`src/rtl/ext_irq_ctrl.sv`:
```
module ext_irq_ctrl #(
  parameter logic [7:0] PIN_IDLE = 8'hFF
) (
  input  logic       clk,
  input  logic       rst_n,
  input  logic [7:0] pin_i,
  input  logic       gie_i,
  input  logic [7:0] ack_i,
  input  logic [1:0] bus_addr,
  input  logic       bus_we,
  input  logic [7:0] bus_wdata,
  output logic [7:0] bus_rdata,
  output logic [7:0] irq_o,
  output logic       irq_any_o,
  output logic [2:0] irq_id_o
);

  logic [7:0] sync1_q, sync2_q, prev_q;
  logic [7:0] mask_q, sense_q;
  logic [3:0] flag_q, flag_d;
  logic [7:0] pend;

  wire wr_mask  = bus_we && (bus_addr == 2'd0);
  wire wr_flag  = bus_we && (bus_addr == 2'd1);
  wire wr_sense = bus_we && (bus_addr == 2'd2);

  always_ff @(posedge clk or negedge rst_n) begin
    if (!rst_n) begin
      sync1_q <= PIN_IDLE;
      sync2_q <= PIN_IDLE;
      prev_q  <= PIN_IDLE;
    end else begin
      sync1_q <= pin_i;
      sync2_q <= sync1_q;
      prev_q  <= sync2_q;
    end
  end

  always_ff @(posedge clk or negedge rst_n) begin
    if (!rst_n) begin
      mask_q  <= '0;
      sense_q <= '0;
    end else begin
      if (wr_mask)  mask_q  <= bus_wdata;
      if (wr_sense) sense_q <= bus_wdata;
    end
  end

  assign pend[3:0] = ~sync2_q[3:0];

  for (genvar k = 0; k < 4; k++) begin : g_edge
    logic [1:0] mode;
    logic       fall, rise, hit, clr;
    assign mode = sense_q[2*k+1 -: 2];
    assign fall = prev_q[k+4] & ~sync2_q[k+4];
    assign rise = ~prev_q[k+4] & sync2_q[k+4];
    assign hit  = (mode == 2'b10) ? fall : (mode == 2'b11) ? rise : 1'b0;
    assign clr  = ack_i[k+4] | (wr_flag & bus_wdata[k+4]);
    assign flag_d[k] = !mode[1] ? 1'b0 : hit ? 1'b1 : clr ? 1'b0 : flag_q[k];
    assign pend[k+4] = (mode == 2'b00) ? ~sync2_q[k+4] : (mode[1] & flag_q[k]);
  end

  always_ff @(posedge clk or negedge rst_n) begin
    if (!rst_n) flag_q <= '0;
    else        flag_q <= flag_d;
  end

  assign irq_o     = pend & mask_q & {8{gie_i}};
  assign irq_any_o = |irq_o;

  always_comb begin
    irq_id_o = 3'd0;
    for (int i = 7; i >= 0; i--)
      if (irq_o[i]) irq_id_o = 3'(i);
  end

  always_comb begin
    case (bus_addr)
      2'd0:    bus_rdata = mask_q;
      2'd1:    bus_rdata = {flag_q, 4'b0000};
      2'd2:    bus_rdata = sense_q;
      default: bus_rdata = 8'h00;
    endcase
  end

endmodule

```
`config.mk`:
```
export PLATFORM = sky130hd
export DESIGN_NAME = ext_irq_ctrl
export DESIGN_NICKNAME = d
export VERILOG_FILES = /design/src/rtl/ext_irq_ctrl.sv
export SDC_FILE = /design/constraint.sdc
export NUM_CORES = 1
export LEC_CHECK = 0
export CORE_ASPECT_RATIO = 0.8
export CORE_UTILIZATION = 45
export CTS_CLUSTER_DIAMETER = 60
export CTS_CLUSTER_SIZE = 28
export DETAILED_ROUTE_END_ITERATION = 16
export PLACE_DENSITY_LB_ADDON = 0.1
export SKIP_CTS_REPAIR_TIMING = 1
export SLEW_MARGIN = 30
export SYNTH_ARGS = -nofsm -noshare
export SYNTH_HDL_FRONTEND = slang
export SYNTH_SLANG_ARGS = --single-unit
```
`constraint.sdc`:
```
create_clock -name clk -period 2.4 [get_ports clk]
set_input_delay 0.72 -clock clk [delete_from_list [all_inputs] [get_ports clk]]
set_output_delay 0.72 -clock clk [all_outputs]
set_load 0.02 [all_outputs]
```
==> impl_results.md, run 1 <==
* Sequential cell area at ~1000 um^2
* Via count at approximately 1,500
* Max frequency at just over 0.4 GHz
* Final Max Tran Viols at 0
* P_leak at between 1 and 1.5 nW
* Clock-pin slew of the registers on the worst-case setup and hold paths at about 70 ps
* Skew-Pair Late Insertion Delay at between 200 and 300 ps
* Post-synthesis cell area at 1810 um^2
* Synth Area per Inst at roughly 12 um^2
* Footprint of the multi-input gates at ~800 um^2
* Mapped Cells at 151
* Remaining antenna violation count at 0
* Max_slew headroom at between 60% and 70%
* Seq/Total Area, Yosys at between 50 and 60%
* Vias per cell at about 5
* First-pass GRT wire length at 7.00 mm
* Die Wd at between 70 and 80 um
* Overall power at around 1.9 mW
* GP Congestion at about 0.90
* Final setup viols at 3
* Dpl hpwl at 3.35 mm
* Minimum clock period at roughly 2500 ps
* Yosys Warn Count at 0
* Core Area at 3830 um^2
* Nets at 266
* Initial core utilization at between 40 and 50%
* CP startpoint kind: register
* PortBufs at between 40 and 50
* Yosys reg bits at 40
* Area grow syn2layout at 54.1%
* # DRC at 0
* Status: complete, but fails checks
* I/O pins at 50
* Chip Height at 58.7 um
* TritonCTS clock tree: built
* Num CTS Buffers at 5
* Number of flops mapped to enable cells by yosys at 0
* Worst Path Arrival at roughly 1800 ps
* Initial antenna violation count at 0
* Largest net degree at the start of global routing at approximately 40
* Syn_nets at 181
* Filler cell count at 270
* Final hold vios at 0
* CP Class: reg -> out
* Tcrit/Tclk final at 103%
* RSZ-0062 raised after global routing: true
* First-iteration detailed-routing DRC count at 68
* Critical path required time at ~1700 ps
* Drt first pass iters at 4
* Final Routed Wirelength at around 4.5 mm
* CTS sink cnt at 40
* Ant diodes at 0
* Worst Max-Slew Pin Slew at approximately 500 ps
* Share of layout cells above drive strength 1 at roughly 47%
* Vias in the first global route at 1,474
* Maximum vdd drop at approximately 0.44 mV
* Max_cap viols at 0
* Metal1 wirelength at approximately 1.9 mm
* Crit end category: output port
* Synth async-reset ratio at 100%
* Crit path max fanout at 3
* Met3 wire len at between 150 and 200 um
* Pwr/cell area at 684 nW/um^2
* Hold WC Path Type: reg -> reg
* Gr usage total at a little under a quarter
* Ys flop type: dfstp_2
* Routed WL per cell at 15.3 um
* Layout Skew at 5.02 ps
* Hold Slack at around 360 ps
* Die ar. at around 4300 um^2
* Max Used Layer: met4
* Total gr overflow at 0
* Row count at 20
* Fin worst setup slack at -76.0 ps
* Synth cell types at 32
* Failing checks: negative setup slack
* Clock tree buffer depth at 2
* H-tree levels at 2
* Root buf cell: clkbuf_8
* Met2 Wirelength at approximately 2.2 mm
[cell type report]
type | count | area share (%)
clock buffer | 5 | 2.47
clock inverter | 3 | 1.53
inverter | 3 | 0.405
multi-input combinational | 105 | 29.2
sequential | 40 | 36.9
tap | 55 | 2.47
timing repair buffer | 81 | 27.0
[layer usage]
layer	vias to the layer above	track usage (%)
li1	698	-
met1	712	28.7
met2	41	37.1
met3	13	5.14
met4	0	11.5
met5	-	0
[registers in the layout (all words and copies together) (netlist names)]
| register | flops |
|---|---|
| sync2_q | 8 |
| prev_q | 4 |
| flag_q | 4 |
| sense_q | 8 |
| mask_q | 8 |
| sync1_q | 8 |
[critical path, cell delays in order (launching register included)]
cell	delay [ps]
dfrtp_1	380
or3_1	430
a21oi_4	220
a21oi_1	90
o21ai_2	180
buf_4	160
[power breakdown]
group          leakage (nW)  switching (mW)  internal, mW
registers             0.452          0.0629         0.766
logic                 0.914           0.244         0.294
clock network        0.0541           0.229         0.307
[synthesized netlist by cell type, types with 3 or more instances]
master,number,area (um^2)
nand2_1,19,71.3
buf_2,3,15.0
and3b_1,3,26.3
nor2b_1,6,37.5
mux2_2,16,180
mux2i_1,8,80.1
dfstp_2,20,526
inv_1,3,11.3
a21oi_1,6,30.0
nor2_1,11,41.3
o21ai_0,9,45.0
dfrtp_1,20,500
[metrics by stage]
step | utilization (%) | worst slack (ps) | cells | instance area [um^2] | TNS [ps]
2_1_floorplan | - | 13.4 | 151 | 1810 | 0
3_3_place_gp | 67.0 | -852 | 282 | 2560 | -12840
3_5_place_dp | 67.0 | -961 | 282 | 2560 | -13620
4_1_cts | 69.9 | -970 | 290 | 2680 | -13810
5_1_grt | 72.6 | -132 | 292 | 2780 | -320
6_report | 72.6 | -76.0 | 292 | 2780 | -119
[kinds of logic after synthesis]
kind of cell,count (synthesis),share of synthesized area (%)
AOI/OAI and AO/OA,26,10.8
buffers and inverters,6,1.46
DFF,40,56.8
muxes,24,14.4
and+or+nand+nor,55,16.5
[final timing paths]
| kind | slack (ps) | from | cells past startpoint | to |
|---|---|---|---|---|
| min in group asynchronous | 480 | rst_n | 2 | mask_q[2]$_DFFE_PN0P_ |
| worst max-delay path | -80 | sense_q[2]$_DFFE_PN0P_ | 5 | irq_id_o[0] |
| worst min-delay path | 360 | sync1_q[0]$_DFF_PN1_ | 0 | sync2_q[0]$_DFF_PN1_ |
| max in group asynchronous | 1550 | rst_n | 2 | sense_q[1]$_DFFE_PN0P_ |
| worst max register to register | 1260 | sync2_q[4]$_DFF_PN1_ | 5 | flag_q[0]$_DFFE_PN0P_ |
| worst min register to register | 360 | sync1_q[0]$_DFF_PN1_ | 0 | sync2_q[0]$_DFF_PN1_ |
[placed cells by master, fill, tap and decap left out, types with 3 or more instances in the layout]
master           count
nand2_1             18
buf_6                6
nor2b_1              4
and3b_1              3
o21ai_0              7
mux2i_1              8
dfstp_2             20
dfrtp_1             19
clkbuf_8             5
nor2_1              11
buf_4               36
mux2_2              16
clkdlybuf4s50_1     21
a21oi_1              5
dlymetal6s2s_1      15
(Power assumes the default switching activity.)
==> run 2, diff against run 1 <==
Settings changed: CAP_MARGIN set to 20, PLACE_DENSITY set to 0.74, PLACE_DENSITY_LB_ADDON 0.1 to unset, SKIP_CTS_REPAIR_TIMING 1 to unset.
==> run 2 against run 1 <==
Net effect:
- sequential power about the same
- largest power group unchanged
- non-clock buffer count up 2
- design area down 3.2%
- sequential share of layout area up 1.2 points
- highest routed layer unchanged
- clock skew down 1.8 ps
- clock power down 16%
- first-iteration DRC count down 18%
- largest cell class unchanged
- the flow still finishes with violations (negative setup slack)
- maximum frequency up 1.4%
- register-to-register slack better by 50 ps
- core utilization down 2.3 points
==> impl_results.md, run 2 (synthesis results as in run 1) <==
* Status: complete, but fails checks
* Failing checks: negative setup slack
* Vias per cell at about 5.0
* CTS sink cnt at 40
* Dpl hpwl at between 3 and 4 mm
* Overall power at between 1.5 and 2 mW
* Total gr overflow at 0
* Most frequent cells in the layout: 37 x buf_4, 21 x clkdlybuf4s50_1, 20 x dfrtp_1, 20 x dfstp_2, 17 x nand2_1
* Clock-pin slew of the registers on the worst-case setup and hold paths at ~70 ps
* Share of layout cells above drive strength 1 at between 50% and 60%
* RSZ-0062 raised after global routing: true
* Final Max Tran Viols at 0
* PortBufs at 45
* Ant diodes at 0
* Cell Int Power at around 1.3 mW
* Skew-Pair Late Insertion Delay at ~290 ps
* Clock tree buffer depth at 2
* Initial antenna violation count at 0
* Final hold vios at 0
* TritonCTS clock tree: built
* Row count at 20
* Die Wd at approximately 73 um
* Switching Share at between 20% and 30%
* Reg-to-reg slack, setup at 1310 ps
* Critical-path cell list: or3_4 -> a21oi_4 -> o221ai_2 -> a21boi_2 -> buf_6
* Worst Path Arrival at between 1500 and 2000 ps
* Most common cell after layout, fill and taps aside: buf_4
* Max_cap viols at 0
* Gr usage total at between 20% and 30%
* Clock power frac at 25.2%
* Crit path max fanout at 4
* Root buf cell: clkbuf_8
* Die ar. at around 4300 um^2
* Num CTS Buffers at 5
* Final Routed Wirelength at roughly 4.2 mm
* Hold WC Path Type: reg -> reg
* Initial core utilization at approximately 47%
* Hold Buf Count CTS at 0
* Crit end category: output port
* Slowest CP cell: or3_4
* GP Congestion at roughly 0.91
* Minimum clock period at 2440 ps
* Chip Height at 58.7 um
* H-tree levels at 2
* Sequential share of power at between 40 and 50%
* Layout Skew at 3.22 ps
* Hold Slack at 357 ps
* P_leak at about 1.2 nW
* Drt first pass iters at 4
* Placed Area at 2560 um^2
* Filler cell count at slightly below 300
* First-pass GRT wire length at about 6.9 mm
* Final setup viols at 1
* Comb power frac at between 20% and 30%
* I/O pins at 50
* Via count at 1,467
* Psw at 0.521 mW
* Core Area at roughly 3800 um^2
* Max frequency at 0.409 GHz
* Pwr/cell area at around 670 nW/um^2
* Setup TNS at -42.9 ps
* CP Class: reg -> out
* Core Util, Final at between 70% and 80%
* Maximum vdd drop at 0.379 mV
* Area grow syn2layout at 49.1%
* First-iteration detailed-routing DRC count at 56
* Fin worst setup slack at -42.9 ps
* # DRC at 0
* Critical path required time at ~1700 ps
* Nets at around 270
* Crit path largest cell delay at 400 ps
* Buffers and inverters on the worst path at 1
* Tcrit/Tclk final at 102%
* Remaining antenna violation count at 0
* Max_slew headroom at 68.0%
* Routed WL per cell at between 10 and 15 um
* Footprint of the multi-input gates at approximately 800 um^2
* CP top delay family: compound AO/OA/AOI/OAI gates
* Worst Max-Slew Pin Slew at 481 ps
* Vias in the first global route at around 1,500
* Largest net degree at the start of global routing at slightly above 40
* Sequential cell area at just over 1000 um^2
* Fin area at between 2000 and 3000 um^2
* CP startpoint kind: register
run 2: changes by cell type in the layout (fill, tap and decap cells not counted), sizes merged:
cell / change
bufinv: -1
clkinvlp: -1
clkinv: +1
dlygate4sd2: +4
buf: +6
dlymetal6s2s: -15
clkdlybuf4s15: +5
clkbuf: +3
run 2: power groups by stage:
stage	Sequential [mW]	Combinational, mW	Clock (mW)
floorplan	0.826	0.241	0
global placement	0.827	0.498	0
detailed placement	0.831	0.510	0
CTS	0.824	0.509	0.469
global route	0.836	0.564	0.494
finish	0.826	0.518	0.452
run 2: what timing repair did:
item | CTS | global route
cloned | 2 | 0
buffers inserted | 2 | 1
gates resized for setup | 86 | 16
pin swaps | 6 | 2
endpoints found under the setup margin | 20 | 15
run 2: metal layers:
layer	GRT usage [%]	part of all wire [%]
met5	0	0
met4	10.6	1.6
met3	5.99	4.2
met2	36.7	50
met1	27.8	44
run 2: metrics by stage:
stage	std cells	setup WS (ps)
after floorplan	151	13.4
after global placement	281	-769
after detailed placement	281	-824
after CTS	293	-55.1
after global routing	294	-111
final	294	-42.9
run 2: path summary, 6_finish.rpt:
path,start,to,cells past startpoint
max,sync2_q[7]$_DFF_PN1_,irq_id_o[1],5
min,sync1_q[2]$_DFF_PN1_,sync2_q[2]$_DFF_PN1_,0
max reg2reg,sync2_q[4]$_DFF_PN1_,flag_q[0]$_DFFE_PN0P_,5
min reg2reg,sync1_q[2]$_DFF_PN1_,sync2_q[2]$_DFF_PN1_,0
max in group asynchronous,rst_n,sync2_q[0]$_DFF_PN1_,2
min in group asynchronous,rst_n,flag_q[3]$_DFFE_PN0P_,2
run 2: cell type report:
class / count / area share [%]
clock buffer: 6 / 3.07
inverter: 3 / 0.418
timing repair buffer: 83 / 25.5
multi-input combinational: 105 / 30.0
clock inverter: 2 / 0.372
sequential: 40 / 38.1
tap: 55 / 2.56
